**config.mk**
```make
export PLATFORM = sky130hd
export DESIGN_NAME = shutter_cfg_if
export DESIGN_NICKNAME = d
export VERILOG_FILES = /design/src/rtl/shcfg_pkg.sv /design/src/rtl/shcfg_sync.sv /design/src/rtl/shcfg_edge.sv /design/src/rtl/shcfg_shift.sv /design/src/rtl/shutter_cfg_if.sv
export SDC_FILE = /design/constraint.sdc
export NUM_CORES = 1
export LEC_CHECK = 0
export BUFFER_PORTS_ARGS = -buffer_cell sky130_fd_sc_hd__buf_2
export CORE_MARGIN = 3
export CORE_UTILIZATION = 30
export CTS_CLUSTER_DIAMETER = 120
export CTS_CLUSTER_SIZE = 12
export DETAILED_ROUTE_END_ITERATION = 10
export HOLD_SLACK_MARGIN = 0.06
export MAX_ROUTING_LAYER = met4
export SLEW_MARGIN = 20
export SYNTH_ARGS = -nofsm -noshare
export SYNTH_HDL_FRONTEND = slang
export SYNTH_SLANG_ARGS = --single-unit
```
**constraint.sdc**
```tcl
create_clock -name clk -period 3.6 [get_ports clk]
set_input_delay 0.72 -clock clk [delete_from_list [all_inputs] [get_ports clk]]
set_output_delay 0.72 -clock clk [all_outputs]
set_load 0.01 [all_outputs]
```
**src/rtl/shcfg_pkg.sv**
```systemverilog
package shcfg_pkg;
  localparam int PAR_SPD_W = 3;
  localparam int MODE_W    = 2;
  localparam int NUM_MODES = 4;

  typedef enum logic [1:0] {
    SHM_FLICKERLESS = 2'b00,
    SHM_FAST        = 2'b01,
    SHM_SLOW        = 2'b10,
    SHM_OFF         = 2'b11
  } shm_e;

  function automatic logic [NUM_MODES-1:0] shm_onehot(input logic [MODE_W-1:0] m);
    logic [NUM_MODES-1:0] r;
    r = '0;
    r[m] = 1'b1;
    return r;
  endfunction
endpackage

```
**src/rtl/shcfg_sync.sv**
```systemverilog
module shcfg_sync #(
  parameter int W = 8,
  parameter int STAGES = 2,
  parameter logic [W-1:0] RST_VAL = '0
) (
  input  logic         clk,
  input  logic         rst_n,
  input  logic [W-1:0] d,
  output logic [W-1:0] q
);
  logic [W-1:0] stg [STAGES];

  generate
    for (genvar i = 0; i < STAGES; i++) begin : g_stage
      if (i == 0) begin : g_first
        always_ff @(posedge clk or negedge rst_n) begin
          if (!rst_n) stg[i] <= RST_VAL;
          else        stg[i] <= d;
        end
      end else begin : g_next
        always_ff @(posedge clk or negedge rst_n) begin
          if (!rst_n) stg[i] <= RST_VAL;
          else        stg[i] <= stg[i-1];
        end
      end
    end
  endgenerate

  assign q = stg[STAGES-1];
endmodule

```
**src/rtl/shcfg_edge.sv**
```systemverilog
module shcfg_edge #(
  parameter int W = 3
) (
  input  logic         clk,
  input  logic         rst_n,
  input  logic [W-1:0] lvl,
  output logic [W-1:0] rise
);
  logic [W-1:0] prev;

  always_ff @(posedge clk or negedge rst_n) begin
    if (!rst_n) prev <= '1;
    else        prev <= lvl;
  end

  assign rise = lvl & ~prev;
endmodule

```
**src/rtl/shcfg_shift.sv**
```systemverilog
module shcfg_shift #(
  parameter int W = 10
) (
  input  logic         clk,
  input  logic         rst_n,
  input  logic         shift_en,
  input  logic         din,
  output logic [W-1:0] q
);
  always_ff @(posedge clk or negedge rst_n) begin
    if (!rst_n)        q <= '0;
    else if (shift_en) q <= {q[W-2:0], din};
  end
endmodule

```
**src/rtl/shutter_cfg_if.sv**
```systemverilog
module shutter_cfg_if
  import shcfg_pkg::*;
#(
  parameter int SPD_W = 8,
  parameter int SYNC_STAGES = 2
) (
  input  logic             clk,
  input  logic             rst_n,
  input  logic             sel_serial,
  input  logic [2:0]       spd_pin,
  input  logic [1:0]       mode_pin,
  input  logic             rtrig_en,
  input  logic             trig_in,
  output logic [SPD_W-1:0] cfg_speed,
  output logic [1:0]       cfg_mode,
  output logic [3:0]       shut_sel,
  output logic             trig_start
);
  localparam int WORD_W = SPD_W + MODE_W;
  localparam int ASY_W  = PAR_SPD_W + MODE_W + 3;
  // Reset value of the synchronizers: speed and mode pins pulled up,
  // select, enable and trigger low.
  localparam logic [ASY_W-1:0] ASY_RST = {3'b000, 2'b11, 3'b111};
  localparam logic [WORD_W-1:0] RST_WORD = {SHM_OFF, SPD_W'(7)};

  // Synchronized inputs
  logic [ASY_W-1:0] asy_s;
  logic [2:0]       spd_s;
  logic [1:0]       mode_s;
  logic             sel_s, en_s, trig_s;

  shcfg_sync #(.W(ASY_W), .STAGES(SYNC_STAGES), .RST_VAL(ASY_RST)) u_sync (
    .clk(clk), .rst_n(rst_n),
    .d({trig_in, rtrig_en, sel_serial, mode_pin, spd_pin}),
    .q(asy_s)
  );

  assign spd_s  = asy_s[2:0];
  assign mode_s = asy_s[4:3];
  assign sel_s  = asy_s[5];
  assign en_s   = asy_s[6];
  assign trig_s = asy_s[7];

  // Edge events, named for the checker
  logic [2:0] rises;
  logic       strobe_rise, sclk_rise, trig_rise;

  shcfg_edge #(.W(3)) u_edge (
    .clk(clk), .rst_n(rst_n),
    .lvl({trig_s, spd_s[1], spd_s[0]}),
    .rise(rises)
  );

  assign strobe_rise = rises[0];
  assign sclk_rise   = rises[1];
  assign trig_rise   = rises[2];

  // Serial shift register (shifts only in serial mode)
  logic [WORD_W-1:0] shreg;
  logic              shift_en;

  assign shift_en = sel_s & sclk_rise;

  shcfg_shift #(.W(WORD_W)) u_shift (
    .clk(clk), .rst_n(rst_n),
    .shift_en(shift_en),
    .din(spd_s[2]),
    .q(shreg)
  );

  // Active configuration register
  logic [WORD_W-1:0] par_word, cfg_q;
  logic              load_par, load_ser;

  assign par_word = {mode_s, SPD_W'(spd_s)};
  assign load_par = ~sel_s;
  assign load_ser = sel_s & strobe_rise;

  always_ff @(posedge clk or negedge rst_n) begin
    if (!rst_n)        cfg_q <= RST_WORD;
    else if (load_par) cfg_q <= par_word;
    else if (load_ser) cfg_q <= shreg;
  end

  assign cfg_mode  = cfg_q[WORD_W-1 -: MODE_W];
  assign cfg_speed = cfg_q[SPD_W-1:0];
  assign shut_sel  = shm_onehot(cfg_mode);

  // Random-trigger start
  always_ff @(posedge clk or negedge rst_n) begin
    if (!rst_n) trig_start <= 1'b0;
    else        trig_start <= trig_rise & en_s;
  end
endmodule

```
==> flow_metrics.py, run 1 <==
metrics = {
    "clock_tree": {
        "post_cts_buffers": 0,
        "clk-insertion-delay-late_ns": 0.29,
        "cts_tree": "built",
        "clock-sinks": 40,
        "numCtsBuffers": 5,
        "ctsHoldBuffers": 0,
        "ctsResizeCount": 0,
        "clockBufferDepth": 2,
        "cts.clk_slew.worst_paths_ns": 0.07,
        "clockRootBuffer": "clkbuf_8",
        "htreeDepth": 2,
    },
    "timing": {
        "worst_pin_slew_ns": 0.843,
        "max-slew-margin-rel_pct": 43.8,
        "rsz0062_at_grt": "false",
        "fin_worst_skew_ns": 0.00418,
        "hold_viol": 0,
        "fmax_mhz": 549,
        "drv_slew": 0,
        "period_share_pct": 50.6,
        "fin_tns_setup_ns": 0,
        "period_needed_ns": 1.82,
        "setup_viol": 0,
    },
    "power": {
        "p_total_uw": 1070,
        "pwr-share-comb_pct": 11.1,
        "power.density_mw_per_mm2": 633,
        "pwr-share-seq_pct": 52.3,
        "p_leak_uw": 0.000807,
        "p_switching_uw": 239,
        "switching_share_pct": 22.3,
        "peakVddDrop_mv": 0.237,
        "internal-power_uw": 833,
        "p_clk_share_pct": 36.5,
    },
    "synth": {
        "synth_top_family_by_area": "simple AND/OR/NAND/NOR gates",
        "synth_area_leader_cell": "dfrtp_1",
        "avgSynthCellArea_sq_um": 14.4,
        "synth_mux_area_share_pct": 9.33,
        "synth-simple-area-share_pct": 9.96,
        "synth_top_area_share_pct": 39.1,
        "synthTopCellsByArea": "dfrtp_1 (39%), dfstp_2 (34%), mux2_4 (8.5%)",
        "ys_async_sr_fraction_pct": 100,
        "netlist_area_sq_mm": 0.00141,
        "yosys.cell_types.count": 18,
        "synth_fa_ha_area_share_pct": 0,
        "syn-num-nets": 108,
        "netlist_instances": 98,
        "synth-compound-area-share_pct": 5.87,
        "synthTopCellsByCount": "dfrtp_1 (22), nand2_1 (20), dfstp_2 (18)",
        "synth_warnings": 0,
        "synth-edff-count": 0,
        "ys_seq_elements": 40,
        "synthXorXnorAreaFrac_pct": 0,
        "seq_area_frac_synth_pct": 72.7,
        "synthFlopType": "dfrtp_1",
        "synth.most_common_cell": "dfrtp_1",
    },
    "drt": {
        "postRouteAntennaNets": 0,
        "drt-vias-per-instance": 4.51,
        "wirelength_um": 2210,
        "drcViolationCount": 0,
        "drtIter0Drc": 46,
        "dr.pass1.iters": 3,
        "num_vias": 802,
        "drt-wirelength-per-cell_um": 12.4,
    },
    "status": {
        "status": "completed",
    },
    "finish": {
        "synthToLayoutAreaGrowth_pct": 20.3,
        "antenna_cells": 0,
        "drive_above_1_share_pct": 46.8,
        "fin_nets": 135,
        "stdcell_count": 178,
    },
    "worst_setup_path": {
        "start_kind": "flip-flop",
        "cp_max_fo": 6,
        "crit_arrival_ns": 1.10,
        "worstPathRequired_ns": 2.88,
        "crit_type": "reg -> out",
        "endpoint_kind": "output pin",
    },
    "global_route": {
        "grtUsageTotal_pct": 9.39,
        "grt-ovfl-total": 0,
        "grt_pass1_vias": 773,
        "antenna_found_initial": 0,
        "grt_start_max_net_pins": 41,
        "grt_pass1_wl_um": 3600,
    },
    "flow_run": {
        "drv_cap": 0,
    },
    "die": {
        "core_sq_mm": 0.00444,
        "die_area_sq_mm": 0.00555,
        "ios": 25,
        "initial_core_util_pct": 31.7,
        "fp.dieH_um": 74.5,
        "placementRows": 24,
        "fp.dieW_um": 74.5,
    },
    "worst_hold_path": {
        "min_path_type": "reg -> reg",
    },
    "placement": {
        "io_buffers": 24,
        "gp_congestion": 0.732,
        "dp.cells": 170,
    },
}
==> metrics by stage <==
stage          hold WS, ns  instance area [sq um]  utilization (%)  setup WS, ns
2_1_floorplan        0.331                   1410                -          2.09
3_3_place_gp         0.336                   1570             35.2          2.09
3_5_place_dp         0.344                   1570             35.2          2.08
4_1_cts              0.359                   1690             38.1          1.75
5_1_grt              0.360                   1690             38.1          1.70
6_report             0.358                   1690             38.1          1.78
==> cells in the final DEF (no fill, tap or decap) <==
cell,instances
a21boi_1,5
a31oi_1,4
a32o_1,1
and2_1,1
buf_2,24
bufinv_16,1
clkbuf_8,7
dfrtp_1,22
dfstp_2,18
inv_1,1
mux2_1,1
mux2_4,8
nand2_1,20
nand2b_1,1
nand3b_2,1
nor2_1,6
nor2b_1,3
o21ai_0,1
o21ai_1,1
==> per-layer routing <==
layer / GRT usage, % / vias up / routed length [um]
met5: - / - / 0
met4: 4.15 / 0 / 47
met3: 5.00 / 7 / 161
met2: 13.4 / 24 / 955
met1: 11.0 / 395 / 1050
li1: - / 376 / -
==> worst max-delay path, stage by stage (launching register included) <==
cell	delay [ns]
dfstp_2	0.57
nor2b_1	0.12
buf_2	0.13
==> state kept, by name, indices dropped and copies added, names as in the netlist <==
register,flops
u_shift.q,10
trig_start,1
u_edge.prev,3
u_sync.q,8
u_sync.stg,8
cfg_q,10
==> path summary, 6_finish.rpt <==
check,from,to,slack (ns),cells past startpoint
max reg2reg,u_sync.q[5],u_shift.q[7],2.07,2
min in group asynchronous,rst_n,u_sync.stg[13],0.54,1
max,cfg_q[8],shut_sel[1],1.78,2
min,u_sync.stg[8],u_sync.q[0],0.36,0
max in group asynchronous,rst_n,u_shift.q[9],2.54,1
min reg2reg,u_sync.stg[8],u_sync.q[0],0.36,0
==> power by group through the flow <==
stage	Combinational, uW	Sequential [uW]	Clock [uW]
CTS	122	560	408
finish	119	561	391
global placement	118	564	0
global route	132	570	427
detailed placement	121	569	0
floorplan	79.7	562	0
==> final cells by class <==
cell class | count | area (sq um)
flip-flops and latches | 40 | 1020
inverters | 1 | 3.75
multi-input cells | 53 | 354
well taps | 52 | 65.1
clock buffers | 7 | 96.3
fillers | 436 | 2750
clock inverters | 1 | 30.0
repair buffers | 24 | 120
==> kinds of logic (layout without fill, tap and decap cells) <==
group,Yosys count,in the layout
multiplexers,9,9
AND/OR/NAND/NOR,32,32
AO/OA/AOI/OAI,12,12
buffers and inverters,5,33
flip-flops,40,40
Power figures use the tool's default switching activity.
==> inputs of run 2 (changes only) <==
--- a/config.mk
+++ b/config.mk
@@ -5,6 +5,7 @@
 export SDC_FILE = /design/constraint.sdc
 export NUM_CORES = 1
 export LEC_CHECK = 0
+export ABC_AREA = 1
 export BUFFER_PORTS_ARGS = -buffer_cell sky130_fd_sc_hd__buf_2
 export CORE_MARGIN = 3
 export CORE_UTILIZATION = 30
==> constraint.sdc (replaced) <==
create_clock -name clk -period 1.6 [get_ports clk]
set_input_delay 0.32 -clock clk [delete_from_list [all_inputs] [get_ports clk]]
set_output_delay 0.32 -clock clk [all_outputs]
set_load 0.01 [all_outputs]
==> run 2 against run 1 <==
Sequential share of layout area decreased by 1.7 points; utilization increased by 0.094 points; critical path depth increased by 1; combinational power increased by 71%; global-route usage increased by 0.38 points; via count increased by 21%; largest cell class unchanged; largest power group unchanged.
==> flow_metrics.py, run 2 <==
metrics = {
    "synth": {
        "synth_top_area_share_pct": 37.1,
        "yosys.cell_types.count": 14,
        "seq_area_frac_synth_pct": 68.9,
        "synthFlopType": "dfrtp_1",
        "synth.most_common_cell": "nand2_1",
        "ys_async_sr_fraction_pct": 100,
        "synth_area_leader_cell": "dfrtp_1",
        "ys_seq_elements": 40,
        "netlist_area_sq_mm": 0.00149,
        "synthTopCellsByCount": "nand2_1 (52), dfrtp_1 (22), dfstp_2 (18)",
        "synthTopCellsByArea": "dfrtp_1 (37%), dfstp_2 (32%), nand2_1 (13%)",
        "synth-edff-count": 0,
        "syn-num-nets": 149,
        "netlist_instances": 139,
        "synth_warnings": 0,
        "avgSynthCellArea_sq_um": 10.7,
    },
    "drt": {
        "drtIter0Drc": 81,
        "drcViolationCount": 0,
        "dr.pass1.iters": 4,
        "drt-vias-per-instance": 4.21,
        "num_vias": 973,
        "wirelength_um": 2440,
        "drt-wirelength-per-cell_um": 10.6,
        "postRouteAntennaNets": 0,
    },
    "power": {
        "p_total_uw": 2130,
        "peakVddDrop_mv": 0.679,
        "power.density_mw_per_mm2": 1220,
        "p_leak_uw": 0.000913,
    },
    "finish": {
        "final_cell_mix": "nand2_1 (52), buf_2 (24), dfrtp_1 (22)",
        "antenna_cells": 0,
        "reg.largest.list": "cfg_q: 10 flops, u_shift.q: 10 flops",
        "final_core_util_pct": 38.2,
        "drive_above_1_share_pct": 33.1,
        "fin_nets": 175,
        "fillCellCount": 461,
        "final_common_cell": "nand2_1",
        "synthToLayoutAreaGrowth_pct": 17.4,
    },
    "clock_tree": {
        "cts.clk_slew.worst_paths_ns": 0.07,
        "ctsHoldBuffers": 0,
        "post_cts_buffers": 0,
        "clockBufferDepth": 2,
        "ctsResizeCount": 0,
        "cts_tree": "built",
        "clockRootBuffer": "clkbuf_8",
        "htreeDepth": 2,
        "numCtsBuffers": 5,
        "clk-insertion-delay-late_ns": 0.29,
        "clock-sinks": 40,
    },
    "die": {
        "ios": 25,
        "fp.dieH_um": 76.4,
        "fp.dieW_um": 76.4,
        "initial_core_util_pct": 32.5,
        "core_sq_mm": 0.00456,
        "placementRows": 24,
        "die_area_sq_mm": 0.00583,
    },
    "global_route": {
        "grt-ovfl-total": 0,
        "busiest_layer": "met2",
        "grt_start_max_net_pins": 41,
        "grt_pass1_wl_um": 4360,
        "met2_usage_pct": 14.9,
        "use_met3_pct": 4.26,
        "antenna_found_initial": 0,
        "grt_pass1_vias": 966,
        "grtUsageTotal_pct": 9.78,
        "met1_usage_pct": 11.4,
    },
    "worst_setup_path": {
        "slowest_delay_ns": 0.57,
        "endpoint_kind": "output pin",
        "crit_type": "reg -> out",
        "cp_cell_sequence": "inv_1 -> nor2_1 -> buf_2",
        "start_kind": "flip-flop",
        "cpLargestDelayFamily": "flip-flops",
        "cp_slowest_cell": "dfstp_2",
        "cp_max_fo": 6,
        "worst-path-buf-inv": 2,
        "crit_arrival_ns": 1.12,
        "worstPathRequired_ns": 1.28,
    },
    "timing": {
        "rsz0062_at_grt": "false",
        "hold_viol": 0,
        "fin_worst_skew_ns": 0.00306,
        "period_share_pct": 89.9,
        "hold_ws_ns": 0.0671,
        "fmax_mhz": 695,
        "fin_ws_ns": 0.162,
        "worst_pin_slew_ns": 0.471,
        "period_needed_ns": 1.44,
        "drv_slew": 0,
        "setup_viol": 0,
        "fin_tns_setup_ns": 0,
        "max-slew-margin-rel_pct": 68.6,
    },
    "placement": {
        "post-place-ws_ns": 0.413,
        "io_buffers": 24,
        "gp_congestion": 0.750,
    },
    "flow_run": {
        "drv_cap": 0,
    },
    "worst_hold_path": {
        "min_path_type": "in -> async",
    },
    "status": {
        "status": "completed",
    },
}
-- run 2: area by class of cell --
| cell class | count | area, sq um | share of cell area (%) |
|---|---|---|---|
| clock buffer | 8 | 100 | 5.74 |
| sequential | 40 | 1020 | 58.7 |
| inverter | 7 | 26.3 | 1.51 |
| timing repair buffer | 26 | 135 | 7.75 |
| tap | 65 | 81.3 | 4.67 |
| multi-input combinational | 85 | 377 | 21.6 |
-- run 2: cells by family (layout without fill, tap and decap cells) --
| logic type | count (synthesis) | count (layout) | synth area share [%] |
|---|---|---|---|
| buffers and inverters | 14 | 41 | 5.73 |
| flip-flops | 40 | 40 | 68.9 |
| AND/OR/NAND/NOR | 85 | 85 | 25.4 |
-- run 2: worst paths after layout --
path	from	cells past startpoint	endpoint	slack (ns)
setup / recovery	cfg_q[9]	3	shut_sel[2]	0.16
hold / removal	rst_n	2	u_sync.stg[13]	0.07
setup reg to reg	u_sync.q[1]	3	u_shift.q[6]	0.42
hold reg to reg	u_sync.stg[15]	0	u_sync.q[7]	0.36
max in group asynchronous	rst_n	2	cfg_q[0]	1.18
min in group clk	spd_pin[0]	1	u_sync.stg[8]	0.12
-- run 2: metal layers --
| layer | share of wire [%] | vias up |
|---|---|---|
| met5 | 0 | - |
| met4 | 1.9 | 0 |
| met3 | 6.6 | 6 |
| met2 | 46 | 32 |
| met1 | 46 | 436 |
| li1 | - | 499 |
-- run 2: report_power, final --
| group | internal, uW | switching (uW) |
|---|---|---|
| clock network | 393 | 324 |
| registers | 1130 | 71.6 |
| logic | 79.9 | 124 |
-- run 2: metrics by stage --
stage / instance area, sq um / instances
after floorplan: 1490 / 139
after global placement: 1640 / 223
after detailed placement: 1640 / 223
after CTS: 1740 / 231
after global routing: 1740 / 231
final: 1740 / 231
